### config.mk
export PLATFORM = sky130hd
export DESIGN_NAME = scan_ctrl
export DESIGN_NICKNAME = d
export VERILOG_FILES = /design/src/rtl/scan_ctrl.sv
export SDC_FILE = /design/constraint.sdc
export NUM_CORES = 1
export LEC_CHECK = 0
export BUFFER_PORTS_ARGS = -buffer_cell sky130_fd_sc_hd__buf_2
export CAP_MARGIN = 0
export CORE_MARGIN = 5
export CORE_UTILIZATION = 46
export DETAILED_ROUTE_END_ITERATION = 10
export MAX_ROUTING_LAYER = met4
export PLACE_DENSITY = 0.77
export SLEW_MARGIN = 5
export SYNTH_ARGS = -nofsm -noshare
export SYNTH_HDL_FRONTEND = slang
export SYNTH_SLANG_ARGS = --single-unit
### constraint.sdc
create_clock -name clk -period 1.52 [get_ports clk]
set_input_delay 0.076 -clock clk [delete_from_list [all_inputs] [get_ports clk]]
set_output_delay 0.076 -clock clk [all_outputs]
set_load 0.02 [all_outputs]
### src/rtl/scan_ctrl.sv
module scan_ctrl #(
  parameter int W = 4
) (
  input  logic         clk,
  input  logic         rst_n,
  input  logic         rdy_raw,
  input  logic         hit,
  output logic         dav,
  output logic         err,
  output logic [W-1:0] pos
);
  localparam logic [W-1:0] CMAX = '1;

  typedef enum logic [2:0] {S_CLR, S_IDLE, S_SCAN, S_LOAD, S_FAIL} st_t;

  st_t          st, nx;
  logic         srdy, ld_seen;
  logic [W-1:0] cnt;

  wire ovf  = (cnt == CMAX);
  wire ld_n = (st != S_LOAD);

  always_comb begin
    nx = st;
    case (st)
      S_CLR:  nx = S_IDLE;
      S_IDLE: if (srdy) nx = S_SCAN;
      S_SCAN: if (hit) nx = S_LOAD; else if (ovf) nx = S_FAIL;
      S_LOAD: if (ld_seen && !srdy) nx = S_CLR;
      S_FAIL: if (!srdy) nx = S_CLR;
      default: nx = S_CLR;
    endcase
  end

  always_ff @(posedge clk or negedge rst_n) begin
    if (!rst_n) begin
      st      <= S_CLR;
      srdy    <= 1'b0;
      ld_seen <= 1'b0;
      cnt     <= '0;
      pos     <= '0;
    end else begin
      st      <= nx;
      srdy    <= rdy_raw;
      ld_seen <= (st == S_LOAD);
      if (st == S_CLR) cnt <= '0;
      else if (st == S_SCAN && !hit && !ovf) cnt <= cnt + 1'b1;
      if (!ld_n) pos <= cnt;
    end
  end

  assign dav = (st == S_LOAD) && ld_seen;
  assign err = (st == S_FAIL);

  assert_clear_R1: assert property (@(posedge clk) disable iff (!rst_n)
    (st == S_IDLE && $past(st) == S_CLR) |-> cnt == '0);
  assert_sync_R2: assert property (@(posedge clk) disable iff (!rst_n)
    (st == S_SCAN && $past(st) == S_IDLE) |-> $past(srdy));
  assert_hold_R5: assert property (@(posedge clk) disable iff (!rst_n)
    (dav && $past(dav)) |-> $stable(pos));
  assert_release_R5: assert property (@(posedge clk) disable iff (!rst_n)
    $fell(dav) |-> !$past(srdy));
  assert_no_overflow_R6: assert property (@(posedge clk) disable iff (!rst_n)
    $rose(err) |-> (cnt == CMAX && !$past(hit)));
  assert_excl_R8: assert property (@(posedge clk) disable iff (!rst_n)
    !(dav && err));
  assert_quiet_R9: assert property (@(posedge clk) disable iff (!rst_n)
    ($past(st) == S_IDLE || $past(st) == S_FAIL) |-> $stable(pos));
endmodule

# After elaboration in Yosys (flattened, before gate mapping)
# Cells that the tools add are included.
[classes]
add_sub_neg = 1
eq_ne = 10
mux = 8
n_reduce_logical = 10
[op_table]
columns = ["cell", "count"]
rows = [
  ["two-way mux 3 bit", 5],
  ["case mux 3 bit (5 select lines)", 1],
  ["two-way mux 4 bit", 2],
  ["equality test 3 x 2 -> 1 bit, second input constant", 2],
  ["!= test 2 bit, second input constant", 3],
  ["adder 4 x 1 -> 4 bit, second input constant", 1],
  ["equality test 4 bit, second input constant", 1],
  ["logical AND 1 bit", 4],
  ["AND reduction 4 bit", 1],
  ["equality test 3 x 1 -> 1 bit, second input constant", 1],
  ["equality test 3 bit, second input constant", 1],
  ["zero test 1 bit", 3],
  ["zero test 3 bit", 1],
  ["!= test 3 x 2 -> 1 bit, second input constant", 1],
  ["!= test 3 bit, second input constant", 1],
  ["nonzero test 2 bit", 1],
]
[totals]
ff_bits = 13
elab_cells = 34

# Depth between registers and ports, before layout
# Gate-level depths: netlist (run 1).
[depth]
depth_word = 5
depth_mapped = 5
mapped_depth_nobuf = 4

# Worst setup path after synthesis (run 1)
# OpenSTA, ideal clock, no wires.
[synth_timing]
kind = "flip-flop to flip-flop"
from = "register st[0]"
to = "register cnt[0]"
setup_ns = 0.077
t_arrival_ns = 1.476
path_slack_ns = -0.034
path_stages_with_launch = 5
n_path_buf = 1
synth_period_minus_slack_ns = 1.554
cell_sequence = "dfrtp_1 > buf_6 > or4b_4 > or3_1 > a21oi_1"
[synth_between]
elab_chain_len = 4
elab_cells_between_ends = 6
[synth_rtl]
columns = ["element", "line_no", "text"]
rows = [
  ["start, declared", "16", "st_t st, nx;"],
  ["start signal, assigned", "43", "st <= nx;"],
  ["equality test 3 x 2 -> 1 bit", "47", "else if (st == S_SCAN && !hit && !ovf) cnt <= cnt + 1'b1;"],
  ["logical AND 1 bit (2 in a row)", "47", ""],
  ["nonzero test 2 bit (no source line)", "--", ""],
  ["end signal, assigned", "47", ""],
  ["end, declared", "18", "logic [W-1:0] cnt;"],
]
# Parallel ways exist; a longest one is shown, timed or not.
# A chain may end at the register's enable or synchronous reset.

# Worst setup path after layout (run 1)
# Ends and elaborated chain as after synthesis.

==> out/qor.csv, run 1 <==
metric,value,unit
CP Class,reg -> reg,
global-route wire length before repair,2035,µm
Post-Synthesis Cells,59,
vias,507,
#FFs+latches synth,13,
startpoint types,flop,
Root Buffer,clkbuf_4,
Layout area overhead,28.13,%
CTS max path bufs,2,
full die area,2128,µm²
"top cells by count, synth","dfrtp_1 (13), nand2_1 (13), nor3_1 (4)",
"Hold Vio Cnt, Final",0,
"Top FF cell, synth",dfrtp_1,
Residual DRC,0,
Area contributors post-synth,"dfrtp_1 (54%), nand2_1 (8.1%), nor3_1 (3.3%), nor4b_1 (2.9%), a21oi_1 (2.5%)",
met2 Use GR,21.43,%
Critical Path RT,1730,ps
PwrDens,1581,nW/µm²
final-report max-slew violation count,0,
final critical-path share of the clock period,97.98,%
total grt overflow,0,
crit end category,flop,
Sink Count,13,
GRT Max-Usage Layer,met2,
Port Buffers,9,
drt first pass iters,4,
library cells used by synthesis,24,
fin nets,87,
vias per cell,5.281,
Reg2Reg Depth,3,
post-route antenna net violation count,0,
worst hold path class,in -> reg,
Max Freq,671.4,MHz
gp weighted congestion,0.7696,
status,completed,
fin area,769.5,µm²
hold path endpoint,st[1]$_DFFE_PN0P_,
Die Wd,46.14,µm
Max-cap violations,0,
met3 Usage GRT,3.516,%
GRT Total Usage,14.17,%
crit path time final,1489,ps
Leak,0.3885,nW
R2R Path End,cnt[0]$_DFFE_PN0P_,
cell area after synthesis,600.6,µm²
met1 global-route usage,16.79,%
layout cells sized above 1,30.86,%
Final HPWL DP,876.9,µm
top-area cell type share of the netlist area,54.17,%
"Net Count, Synth",64,
# diodes,0,
Syn. warnings,0,
FP Rows,13,
Critical Path AT,1700,ps
Setup-failing EPs final,0,
Initial Util,47.34,%
worst skew pair latency,280,ps
core area,1269,µm²
Die H,46.14,µm
hold slack,179.4,ps
sequential fraction of the synthesis area,54.17,%
slew margin rel.,64.43,%
Post-Route WL,1245,µm
Num CTS Buffers,3,
Cells on Worst Hold Path,3,
number of global-route vias before repair,495,
dpl cell area,698.2,µm²
fraction of registers with async set/reset,100.0,%
Max H-tree Level,1,
peak fanout along the critical path,5,
initial antenna violation count,0,
Worst-path clk slew,80,ps
DRT iter0 DRCs,5,
largest net degree at the start of global routing,14,
actual slew at the worst max-slew pin,529.5,ps
hold path startpoint,hit,
routed len/inst,12.97,µm
syn_area_per_cell,10.18,µm²
maximum vdd drop,0.0008606,V
Setup Skew,3.849,ps
r2r setup slk,30,ps
CTS tree,done,
Synth area leader,dfrtp_1,
R2R Path Start,st[0]$_DFFE_PN0P_,
io pins,10,
Post-synth EDFFs,0,
worst max path at each step:
stage,end,cells after the start,from,slack (ps)
3_5_place_dp,cnt[3]$_DFFE_PN0P_,3,st[0]$_DFFE_PN0P_,40
3_3_place_gp,cnt[3]$_DFFE_PN0P_,3,st[0]$_DFFE_PN0P_,100
4_1_cts,cnt[3]$_DFFE_PN0P_,3,st[0]$_DFFE_PN0P_,30
2_1_floorplan,cnt[0]$_DFFE_PN0P_,4,st[0]$_DFFE_PN0P_,5
6_report,cnt[0]$_DFFE_PN0P_,3,st[0]$_DFFE_PN0P_,30
5_1_grt,cnt[0]$_DFFE_PN0P_,3,st[0]$_DFFE_PN0P_,-20
state kept, by name (all words and copies together), names as in the netlist:
name / count
srdy: 1
cnt: 4
ld_seen: 1
st: 3
pos: 4
worst max-delay path: stages (launching register included):
cell	delay (ps)
dfrtp_1	380
or4b_4	570
or3_1	350
a21oi_2	130
cell families (layout without fill, tap and decap cells):
family / after synthesis / count (layout) / share of synthesized area [%]
adder cells (fa/ha/maj): 1 / 1 / 2.083
AND/OR/NAND/NOR: 30 / 30 / 27.50
multiplexers: 1 / 1 / 1.667
flip-flops: 13 / 13 / 54.17
buffers and inverters: 3 / 25 / 3.125
AO/OA/AOI/OAI: 11 / 11 / 11.46
what timing repair did:
item | 4_1_cts | 5_1_grt
hold buffers | 2 | 0
resized for setup | 1 | 2
endpoints found under the hold margin | 14 | 0
setup endpoints to repair | 1 | 1
setup buffers | 2 | 0
cell usage in the layout (no fill, tap or decap):
cell type      synthesis  final
nand2_1               13     13
dfrtp_1               13     13
buf_2                  0      9
buf_4                  0      8
nor3_1                 4      4
nand3_1                3      3
o21ai_0                3      3
clkbuf_4               0      3
a21oi_1                3      2
dlygate4sd3_1          0      2
nand3b_1               1      1
inv_2                  0      1
and2_1                 1      1
nor3b_1                1      1
nand2b_1               1      1
mux2i_1                1      1
and3b_2                1      1
a211oi_1               1      1
nor4b_1                2      1
and3_1                 1      1
a22o_1                 1      1
or4b_4                 1      1
nor4b_2                0      1
a41oi_1                1      1
or3_1                  1      1
a21oi_2                0      1
inv_1                  2      1
a31oi_1                1      1
a22oi_1                1      1
ha_1                   1      1
clkbuf_1               0      1
layer usage:
| layer | up-vias | wire (µm) |
|---|---|---|
| li1 | 255 | - |
| met1 | 229 | 570 |
| met2 | 17 | 563 |
| met3 | 6 | 84 |
| met4 | 0 | 27 |
| met5 | - | 0 |
stage by stage:
step | setup slack [ps] | instances | total power [mW] | TNS [ps] | util (%)
2_1_floorplan | 5.353 | 59 | 0.7860 | 0 | -
3_3_place_gp | 99.81 | 88 | 0.9242 | 0 | 55.03
3_5_place_dp | 44.45 | 88 | 0.9398 | 0 | 55.03
4_1_cts | 31.81 | 96 | 1.207 | 0 | 59.86
5_1_grt | -17.39 | 96 | 1.307 | -17.39 | 60.65
6_report | 30.66 | 96 | 1.216 | 0 | 60.65
power by group:
part	internal [mW]	leakage [nW]	total, mW	switching (mW)
Sequential	0.432	0.170	0.489	0.0579
Combinational	0.235	0.204	0.513	0.278
Clock	0.102	0.0150	0.214	0.112
Total	0.768	0.388	1.22	0.448
cell type report:
| cell class | count | area, µm² |
|---|---|---|
| timing repair buffer | 19 | 125.1 |
| fill | 105 | 499.2 |
| sequential | 13 | 325.3 |
| inverter | 2 | 7.507 |
| clock buffer | 4 | 26.28 |
| multi-input combinational | 43 | 266.5 |
| tap | 15 | 18.77 |
(Power assumes the default switching activity.)
==> run 2: changes to the inputs <==
--- a/config.mk
+++ b/config.mk
@@ -7,11 +7,11 @@
 export LEC_CHECK = 0
 export BUFFER_PORTS_ARGS = -buffer_cell sky130_fd_sc_hd__buf_2
 export CAP_MARGIN = 0
-export CORE_MARGIN = 5
-export CORE_UTILIZATION = 46
+export CORE_AREA = 5 5 42 44
 export DETAILED_ROUTE_END_ITERATION = 10
+export DIE_AREA = 0 0 47 49
 export MAX_ROUTING_LAYER = met4
-export PLACE_DENSITY = 0.77
+export PLACE_DENSITY = 0.73
 export SLEW_MARGIN = 5
 export SYNTH_ARGS = -nofsm -noshare
 export SYNTH_HDL_FRONTEND = slang
==> constraint.sdc (replaced) <==
create_clock -name clk -period 1.5 [get_ports clk]
set_input_delay 0.075 -clock clk [delete_from_list [all_inputs] [get_ports clk]]
set_output_delay 0.075 -clock clk [all_outputs]
set_load 0.02 [all_outputs]
==> out/qor.csv, run 2 (same netlist as run 1, synthesis figures left out) <==
metric,value,unit,change
actual slew at the worst max-slew pin,454.2,ps,-75.26 ps
placed instance count,90,,+2.3%
Util after Layout,54.73,%,-5.9 points
global-route wire length before repair,2180,µm,+7.1%
dpl cell area,706.9,µm²,+1.3%
fin nets,87,,unchanged
Setup WS pre-CTS,61.94,ps,+17.50 ps
GRT Total Usage,13.29,%,-0.88 points
final-report max-slew violation count,0,,unchanged
Max-cap violations,0,,unchanged
Largest regs,"cnt: 4 flops, pos: 4 flops, st: 3 flops",,
most frequent cells in the layout,"nand2_1 (13), dfrtp_1 (13), buf_2 (9), buf_4 (8), nor3_1 (4)",,
layout cells sized above 1,29.63,%,-1.2 points
io pins,10,,unchanged
Critical Path AT,1670,ps,-30 ps
hold slack,163.7,ps,-15.72 ps
Port Buffers,9,,unchanged
startpoint types,flop,,
total grt overflow,0,,unchanged
Residual DRC,0,,unchanged
routed len/inst,13.19,µm,+1.7%
vias,540,,+6.5%
Setup Skew,2.975,ps,-0.8733 ps
largest net degree at the start of global routing,14,,unchanged
PwrDens,1592,nW/µm²,+0.70%
crit end category,flop,,
status,completed,,
worst hold path class,in -> reg,,
worst setup margin,35.20,ps,+4.534 ps
number of global-route vias before repair,495,,unchanged
Clk network pwr share,17.5,%,about the same
Final HPWL DP,921,µm,+5.0%
r2r setup slk,40,ps,about the same
Max Freq,682.7,MHz,+1.7%
total power,1.221,mW,+0.37%
fin cells,97,,+1.0%
Root Buffer,clkbuf_4,,
Sink Count,13,,unchanged
Layout area overhead,27.71,%,
core area,1401,µm²,+10%
Seq pwr share,41.0,%,+0.8 points
# diodes,0,,unchanged
Setup-failing EPs final,0,,unchanged
initial antenna violation count,0,,unchanged
FP Rows,14,,+1
Int Pwr,0.7731,mW,+0.63%
unrepaired setup endpoints after global routing,yes,,
maximum vdd drop,0.0009180,V,+6.7%
drt first pass iters,5,,+1
worst skew pair latency,270,ps,about the same
peak fanout along the critical path,5,,unchanged
CP Class,reg -> reg,,
vias per cell,5.567,,+5.4%
crit path time final,1465,ps,-24.53 ps
gp weighted congestion,0.8523,,+11%
combinational share of power,41.5,%,-0.6 points
Num CTS Buffers,3,,unchanged
Leak,0.3883,nW,about the same
CTS tree,done,,
final critical-path share of the clock period,97.65,%,-0.33 points
post-route antenna net violation count,0,,unchanged
fin area,767.0,µm²,-0.33%
full die area,2303,µm²,+8.2%
switching part of the total,36.68,%,-0.16 points
"Hold Vio Cnt, Final",0,,unchanged
DRT iter0 DRCs,12,,+7
Max H-tree Level,1,,unchanged
slew margin rel.,69.49,%,+5.1 points
Initial Util,42.86,%,-4.5 points
Worst-path clk slew,80,ps,about the same
Post-Route WL,1279,µm,+2.7%
setup TNS,0,ps,unchanged
Critical Path RT,1700,ps,-30 ps
P_sw,0.4478,mW,about the same
Die Wd,47,µm,+1.9%
CTS max path bufs,2,,unchanged
Die H,49,µm,+6.2%
## run 2: cell types whose count changed in the layout (fill, tap and decap cells not counted)
cell and delta:
a21oi_2 -1, a21oi_1 +1
## run 2: final timing paths
path | cells after the start | startpoint | end
max | 3 | st[2]$_DFFE_PN0P_ | cnt[0]$_DFFE_PN0P_
min | 3 | hit | st[1]$_DFFE_PN0P_
max reg2reg | 3 | st[2]$_DFFE_PN0P_ | cnt[0]$_DFFE_PN0P_
min reg2reg | 2 | pos[2]$_DFFE_PN0N_ | pos[2]$_DFFE_PN0N_
max in group asynchronous | 2 | rst_n | pos[2]$_DFFE_PN0N_
min in group asynchronous | 2 | rst_n | st[0]$_DFFE_PN0P_
## run 2: final cells by class
cell class	count	area, µm²
clock buffer	4	26.28
fill	139	634.4
sequential	13	325.3
tap	16	20.02
timing repair buffer	19	125.1
multi-input combinational	43	262.8
inverter	2	7.507
## run 2: power by group through the flow
stage / clock network [mW] / registers, mW / logic, mW
finish: 0.214 / 0.501 / 0.506
global route: 0.243 / 0.510 / 0.562
CTS: 0.224 / 0.500 / 0.482
detailed placement: 0 / 0.505 / 0.474
global placement: 0 / 0.500 / 0.462
floorplan: 0 / 0.531 / 0.265
## run 2: critical path: stages (launching register included)
cell and delay [ps]:
dfrtp_1 380, or4b_4 570, or3_1 320, a21oi_1 120
## run 2: timing repair
action                                 4_1_cts  5_1_grt
setup buffers                                0        1
pin swaps                                    0        2
endpoints found under the hold margin       14        0
gates resized for setup                      1        1
hold buffers                                 2        0
setup endpoints to repair                    1        3
## run 2: metal layers
metal | wire [µm] | GRT usage (%) | share of wire, % | up-vias
li1 | - | - | - | 259
met1 | 574 | 16.90 | 45 | 255
met2 | 622 | 19.46 | 49 | 18
met3 | 65 | 3.690 | 5.1 | 8
met4 | 17 | 5.530 | 1.3 | 0
met5 | 0 | - | 0 | -
